`src/rtl/pfs_pkg.sv`:
```
package pfs_pkg;

    localparam int NUM_FAULTS = 5;

    // fault indices; a higher index wins when trips coincide
    localparam int F_OLP  = 0;
    localparam int F_VOVP = 1;
    localparam int F_CSF  = 2;
    localparam int F_OOVP = 3;
    localparam int F_OTP  = 4;

    typedef enum logic [1:0] {
        ST_WAIT  = 2'd0,
        ST_RUN   = 2'd1,
        ST_DRAIN = 2'd2
    } sup_state_e;

    typedef struct packed {
        sup_state_e            st;
        logic                  latch;
        logic [NUM_FAULTS-1:0] cause;
    } sup_regs_t;

endpackage

```
`src/rtl/pfs_debounce.sv`:
```
module pfs_debounce #(
    parameter int LIMIT = 4
) (
    input  logic clk,
    input  logic rst_n,
    input  logic enable,
    input  logic flag,
    output logic trip
);
    localparam int CW = (LIMIT < 2) ? 1 : $clog2(LIMIT);
    localparam logic [CW-1:0] LAST = CW'(LIMIT - 1);

    logic [CW-1:0] cnt_d, cnt_q;

    always_comb begin
        trip  = enable && flag && (cnt_q == LAST);
        cnt_d = '0;
        if (enable && flag && !trip) begin
            cnt_d = cnt_q + 1'b1;
        end else if (trip) begin
            cnt_d = cnt_q;
        end
    end

    always_ff @(posedge clk or negedge rst_n) begin
        if (!rst_n) cnt_q <= '0;
        else        cnt_q <= cnt_d;
    end
endmodule

```
`src/rtl/pfs_cause_pick.sv`:
```
module pfs_cause_pick
    import pfs_pkg::*;
(
    input  logic [NUM_FAULTS-1:0] trips,
    output logic [NUM_FAULTS-1:0] onehot
);
    always_comb begin
        onehot = '0;
        for (int i = 0; i < NUM_FAULTS; i++) begin
            if (trips[i]) begin
                onehot    = '0;
                onehot[i] = 1'b1;
            end
        end
    end
endmodule

```
`src/rtl/pwr_fault_supervisor.sv`:
```
module pwr_fault_supervisor
    import pfs_pkg::*;
#(
    parameter int OLP_CYCLES  = 52000,
    parameter int VOVP_CYCLES = 150,
    parameter int CSF_CYCLES  = 150,
    parameter int OOVP_CYCLES = 4,
    parameter int OTP_CYCLES  = 4
) (
    input  logic                  clk,
    input  logic                  rst_n,
    input  logic                  vdd_above_on,
    input  logic                  vdd_above_run,
    input  logic                  vdd_above_off,
    input  logic                  vdd_ovp_flag,
    input  logic                  fb_high_flag,
    input  logic                  out_ovp_flag,
    input  logic                  otp_flag,
    input  logic                  cs_float_flag,
    output logic                  pwm_en,
    output logic                  startup_src_en,
    output logic                  latched_fault,
    output logic [NUM_FAULTS-1:0] fault_cause
);
    localparam int LIMITS [NUM_FAULTS] = '{OLP_CYCLES, VOVP_CYCLES, CSF_CYCLES,
                                           OOVP_CYCLES, OTP_CYCLES};

    sup_regs_t             r_d, r_q;
    logic [NUM_FAULTS-1:0] flags;
    logic [NUM_FAULTS-1:0] trips;
    logic [NUM_FAULTS-1:0] picked;
    logic                  counting;

    assign flags = {otp_flag, out_ovp_flag, cs_float_flag, vdd_ovp_flag, fb_high_flag};
    assign counting = (r_q.st == ST_RUN);

    for (genvar g = 0; g < NUM_FAULTS; g++) begin : g_deb
        pfs_debounce #(.LIMIT(LIMITS[g])) deb_i (
            .clk    (clk),
            .rst_n  (rst_n),
            .enable (counting),
            .flag   (flags[g]),
            .trip   (trips[g])
        );
    end

    pfs_cause_pick pick_i (
        .trips  (trips),
        .onehot (picked)
    );

    always_comb begin
        r_d = r_q;
        unique case (r_q.st)
            ST_WAIT: begin
                if (vdd_above_on) r_d.st = ST_RUN;
            end
            ST_RUN: begin
                if (!vdd_above_off)                      r_d.st = ST_WAIT;
                else if (!vdd_above_run || (|trips))     r_d.st = ST_DRAIN;
            end
            ST_DRAIN: begin
                if (!vdd_above_off) r_d.st = ST_WAIT;
            end
            default: r_d.st = ST_WAIT;
        endcase
        if (|trips) r_d.cause = picked;
        if (trips[F_OOVP] || trips[F_OTP]) r_d.latch = 1'b1;
    end

    always_ff @(posedge clk or negedge rst_n) begin
        if (!rst_n) begin
            r_q.st    <= ST_WAIT;
            r_q.latch <= 1'b0;
            r_q.cause <= '0;
        end else begin
            r_q <= r_d;
        end
    end

    assign pwm_en         = (r_q.st == ST_RUN) && !r_q.latch;
    assign startup_src_en = (r_q.st == ST_WAIT);
    assign latched_fault  = r_q.latch;
    assign fault_cause    = r_q.cause;
endmodule

```
`config.mk`:
```
export PLATFORM = sky130hd
export DESIGN_NAME = pwr_fault_supervisor
export DESIGN_NICKNAME = d
export VERILOG_FILES = /design/src/rtl/pfs_pkg.sv /design/src/rtl/pfs_debounce.sv /design/src/rtl/pfs_cause_pick.sv /design/src/rtl/pwr_fault_supervisor.sv
export SDC_FILE = /design/constraint.sdc
export NUM_CORES = 1
export LEC_CHECK = 0
export CAP_MARGIN = 20
export CORE_ASPECT_RATIO = 0.5
export CORE_MARGIN = 8
export CORE_UTILIZATION = 67
export DETAILED_ROUTE_END_ITERATION = 8
export DONT_BUFFER_PORTS = 1
export HOLD_SLACK_MARGIN = 0.02
export PLACE_DENSITY = 0.8
export SLEW_MARGIN = 20
export SYNTH_ARGS = -nofsm -noshare
export SYNTH_HDL_FRONTEND = slang
export SYNTH_SLANG_ARGS = --single-unit
```
`constraint.sdc`:
```
create_clock -name clk -period 4.65 [get_ports clk]
set_clock_uncertainty 0.2 [all_clocks]
set_input_delay 0.465 -clock clk [delete_from_list [all_inputs] [get_ports clk]]
set_output_delay 0.465 -clock clk [all_outputs]
set_load 0.05 [all_outputs]
```
======== After elaboration in Yosys (flattened, before gate mapping) ========
Cells that the tools add are included.
word-level totals
  bits in registers ....................... 44
  bits of input ports ..................... 10
  output and inout bits ................... 8
  logic and storage cells ................. 76
cells by class
  $add $sub $neg .......................... 5
  equal/unequal tests ..................... 15
  muxes and demuxes ....................... 20
  reduce and logical (&&, ||, !) cells .... 28
operator list
  kind                                                                    number
  16-bit two-way mux                                                      2
  8-bit two-way mux                                                       4
  2-bit two-way mux                                                       9
  16-bit by 1-bit adder with 16-bit output (second input constant)        1
  8-bit by 1-bit adder with 8-bit output (second input constant)          2
  16-bit equality test (second input constant)                            1
  8-bit equality test (second input constant)                             2
  1-bit logical AND                                                       16
  2-bit != test (second input constant)                                   7
  1-bit logical NOT                                                       7
  2-bit equality test (second input constant)                             3
  2-bit case mux with 3 select lines                                      1
  5-bit two-way mux                                                       1
  5-bit OR reduction                                                      1
  2-bit by 1-bit adder with 2-bit output (second input constant)          2
  4-bit two-way mux                                                       1
  3-bit two-way mux                                                       1
  3-bit != test (second input constant)                                   1
  3-bit AND reduction                                                     1
  2-bit by 1-bit equality test with 1-bit output (second input constant)  1
  2-bit logical NOT                                                       1
  1-bit logical OR                                                        2
  1-bit two-way mux                                                       1

======== Longest topological paths before layout ========
  depth after elaboration ................. 8
  gate-level depth with buffers ........... 7
  gate-level depth less buffers ........... 6

======== By module ========
Synthesis repeated with hierarchy kept, for this count alone.
second synthesis, totals
  cells, all modules ...................... 232
  area total of the unflattened synthesis .. 2,408.6 um2
modules (own cells, without submodules)
  module                             instances  cells an instance  area each (um2)  seq. area each (um2)
  pfs_debounce (g_deb[0].deb_i)      1          90                 883.3            400.4
  pfs_debounce (g_deb[1].deb_i ...)  2          44                 430.4            200.2
  pwr_fault_supervisor               1          30                 409.1            200.2
  pfs_debounce (g_deb[3].deb_i ...)  2          9                  100.1            50.0
  pfs_cause_pick                     1          6                  55.1             0.0

======== Worst setup path after synthesis ========
OpenSTA, ideal clock, no wires.
  path type ............................... register to output
  from .................................... reg r_q (netlist bit latched_fault)
  to ...................................... out pwm_en
  data arrival time ....................... 1,287 ps
  required time ........................... 3,985 ps
  setup slack ............................. 2,698 ps
  cell stages (with the launch flop) ...... 2
  buffers on the path ..................... 0
  cell sequence ........................... dfrtp_1 > nor2_1
on the way
  word-level cells in the longest chain between the ends .. 2
ends and longest elaborated chain
  what                    line                        text
  from (decl)             pwr_fault_supervisor.sv:28  sup_regs_t r_d, r_q;
  from (signal assigned)  pwr_fault_supervisor.sv:77  r_q <= r_d;
  1-bit logical NOT       pwr_fault_supervisor.sv:81  assign pwm_en = (r_q.st == ST_RUN) && !r_q.latch;
  1-bit logical AND       pwr_fault_supervisor.sv:81
  to (decl)               pwr_fault_supervisor.sv:20  output logic pwm_en,
No other way between the ends.

======== Final worst setup path ========
Same ends and word-level chain as after synthesis.

==> out/metrics.cfg <==
[drt]
wire_per_inst_um = 15.2
postRouteAntennaNets = 0
vias_per_cell = 6.01
drt_pass1_iterations = 4
drt_iter0_markers = 92
wirelength_um = 4130
vias = 1636
drc = 0

[critical_path]
critPathMaxStageDelay_ps = 770
cp_num_buf_inv = 0
slowest_stage = nor2_1
crit_arrival_ps = 1640
crit_fanout = 3
crit_path_end_kind = primary output
crit_family = simple AND/OR/NAND/NOR gates
critPathRequiredTime_ps = 3980
criticalPathCategory = flop to primary output
crit_chain = nor2_1
crit_path_start_kind = flop

[timing]
tightest_slew_ps = 981
tns_ps = 0
setup_viol = 0
min_period_ps = 2310
rsz0062_at_grt = false
max_freq_mhz = 434
slew_violations = 0
period_share = 0.496
hold_viol = 0
relSlewSlack = 0.344

[clock_network]
cts-buffers-inserted = 5
postCtsHoldBufs = 2
clkSlewWorstSetupHoldPaths_ps = 80
h-tree-depth = 2
cts-root-buf = clkbuf_8
clk_latency_ps = 290
post_cts_resized = 0
cts_tree = done
cts_sinks = 44
cts_setup_buffers = 0
ctsLongestPathBuffers = 2

[layout]
seq_area_um2 = 1100
diodes = 0
nets = 246
syn2layout_area_growth_pct = 4.53
design_area_um2 = 2400
multi_input_area_um2 = 1110
nFillCells = 256
drive_gt1_frac = 0.0739

[logic_synthesis]
syn-mean-instance-area_um2 = 10.0
synth_top_area_frac = 0.480
netlist_top_cells_area = dfrtp_1, nor2_1, xor2_1
syn-instance-count = 229
syn-num-nets = 246
synth_top_cells_by_count = dfrtp_1, nor2_1, nand2_1, a21oi_1, xor2_1
synthArstFlopShare = 1.00
synth_warnings = 0
syn-cell-area_um2 = 2290
synth_top_area_cell = dfrtp_1
yosysMostFrequentCell = dfrtp_1
ys_types = 45
ys_seq_elements = 44
synth-edff-count = 0
ys_seq_area_frac = 0.480
synth_flop_cell = dfrtp_1

[floorplan]
start_util = 0.683
dieWidth_um = 98.8
io_pins = 18
dieArea_um2 = 5670
core_um2 = 3360
die_y_um = 57.4
rows = 15

[grt]
grt_overflow = 0
grt_usage = 0.160
grt_max_degree = 45
antenna_found_initial = 0
grt_pass1_wl_um = 7380
grt_pass1_vias = 1627

[power]
internal_power_mw = 0.543
p_per_area_nw_per_um2 = 315
switching_power_mw = 0.212
power_frac_clock = 0.321
power.leakage_nw = 1.03
pwr-share-seq = 0.561
peakVddDrop_mv = 0.211
p_sw_frac = 0.280
combPwrFrac = 0.118

[run]
maxCapViolCount = 0

[worst_hold_path]
holdCritPathClass = primary input to flop

[placement]
hpwl_um = 2970
gp_congestion = 0.828
post_dp_cell_area_um2 = 2280
io_buffer_count = 0

[status]
status = complete, no violations

final cells by class:
type / instances / area share
Multi-Input combinational cell: 171 / 0.461
Sequential cell: 44 / 0.459
Clock buffer: 8 / 0.0376
Tap cell: 42 / 0.0219
Timing Repair Buffer: 2 / 0.0125
Inverter: 5 / 0.00782
layout by cell type, fill, tap and decap left out, types with 2 or more instances in the layout:
cell type  instances
nand3_1            8
ha_1               7
nor4b_2            2
dfrtp_1           44
mux2i_1            3
a211oi_1           2
nor2b_1            3
inv_1              5
xnor2_1           11
nand2_1           21
nor4_1             2
nor3_1             4
or2_2              2
clkbuf_8           6
a32o_1             2
nor2_1            29
nand2b_1           2
nand4_1            8
and3_1             8
clkbuf_1           2
or3_1              4
nand4b_1           2
and2_1             4
a21oi_1           12
xor2_1            12
and4_4             2
o21ai_0            5
metal layers:
metal / global-route usage / wire length, um
met5: 0 / 0
met4: 0.0518 / 39
met3: 0.0436 / 136
met2: 0.265 / 2040
met1: 0.199 / 1920
metrics by stage:
step	instances	worst slack, ps	total power, mW	hold WS (ps)	util
2_1_floorplan	229	2700	0.500	-30.6	-
3_3_place_gp	262	2650	0.507	-29.3	0.678
3_5_place_dp	262	2510	0.511	-28.9	0.678
4_1_cts	272	2330	0.761	102	0.714
5_1_grt	272	2300	0.788	100	0.714
6_report	272	2340	0.755	104	0.714
sequential cells by signal, indices dropped and copies added (netlist names):
signal	flops
r_q	2
latched_fault	1
g_deb.deb_i.cnt_q	36
fault_cause	5
worst paths after layout:
path	cells past startpoint	slack [ps]	endpoint	from
max	1	2340	pwm_en	latched_fault
min	1	100	r_q[7]	vdd_above_run
max reg2reg	3	2510	g_deb[0].deb_i.cnt_q[4]	r_q[6]
min reg2reg	1	330	g_deb[0].deb_i.cnt_q[4]	g_deb[0].deb_i.cnt_q[4]
max in group asynchronous	2	3620	g_deb[2].deb_i.cnt_q[3]	rst_n
min in group asynchronous	2	430	g_deb[0].deb_i.cnt_q[10]	rst_n
cell families (layout without fill, tap and decap cells):
family,count (synthesis),count (layout),synth area share
and+or+nand+nor,108,108,0.255
DFF,44,44,0.480
AOI/OAI and AO/OA,30,30,0.0878
xor gates and xnor gates,23,23,0.0878
buffers and inverters,14,15,0.0382
adders and majority gates,7,7,0.0382
muxes,3,3,0.0131
power groups by stage:
| stage | registers, mW | logic (mW) | clock network (mW) |
|---|---|---|---|
| floorplan | 0.420 | 0.0800 | 0 |
| global placement | 0.430 | 0.0766 | 0 |
| detailed placement | 0.432 | 0.0789 | 0 |
| CTS | 0.424 | 0.0900 | 0.247 |
| global route | 0.427 | 0.0990 | 0.262 |
| finish | 0.424 | 0.0888 | 0.242 |
No activity file was read; power rests on OpenSTA's default activity.
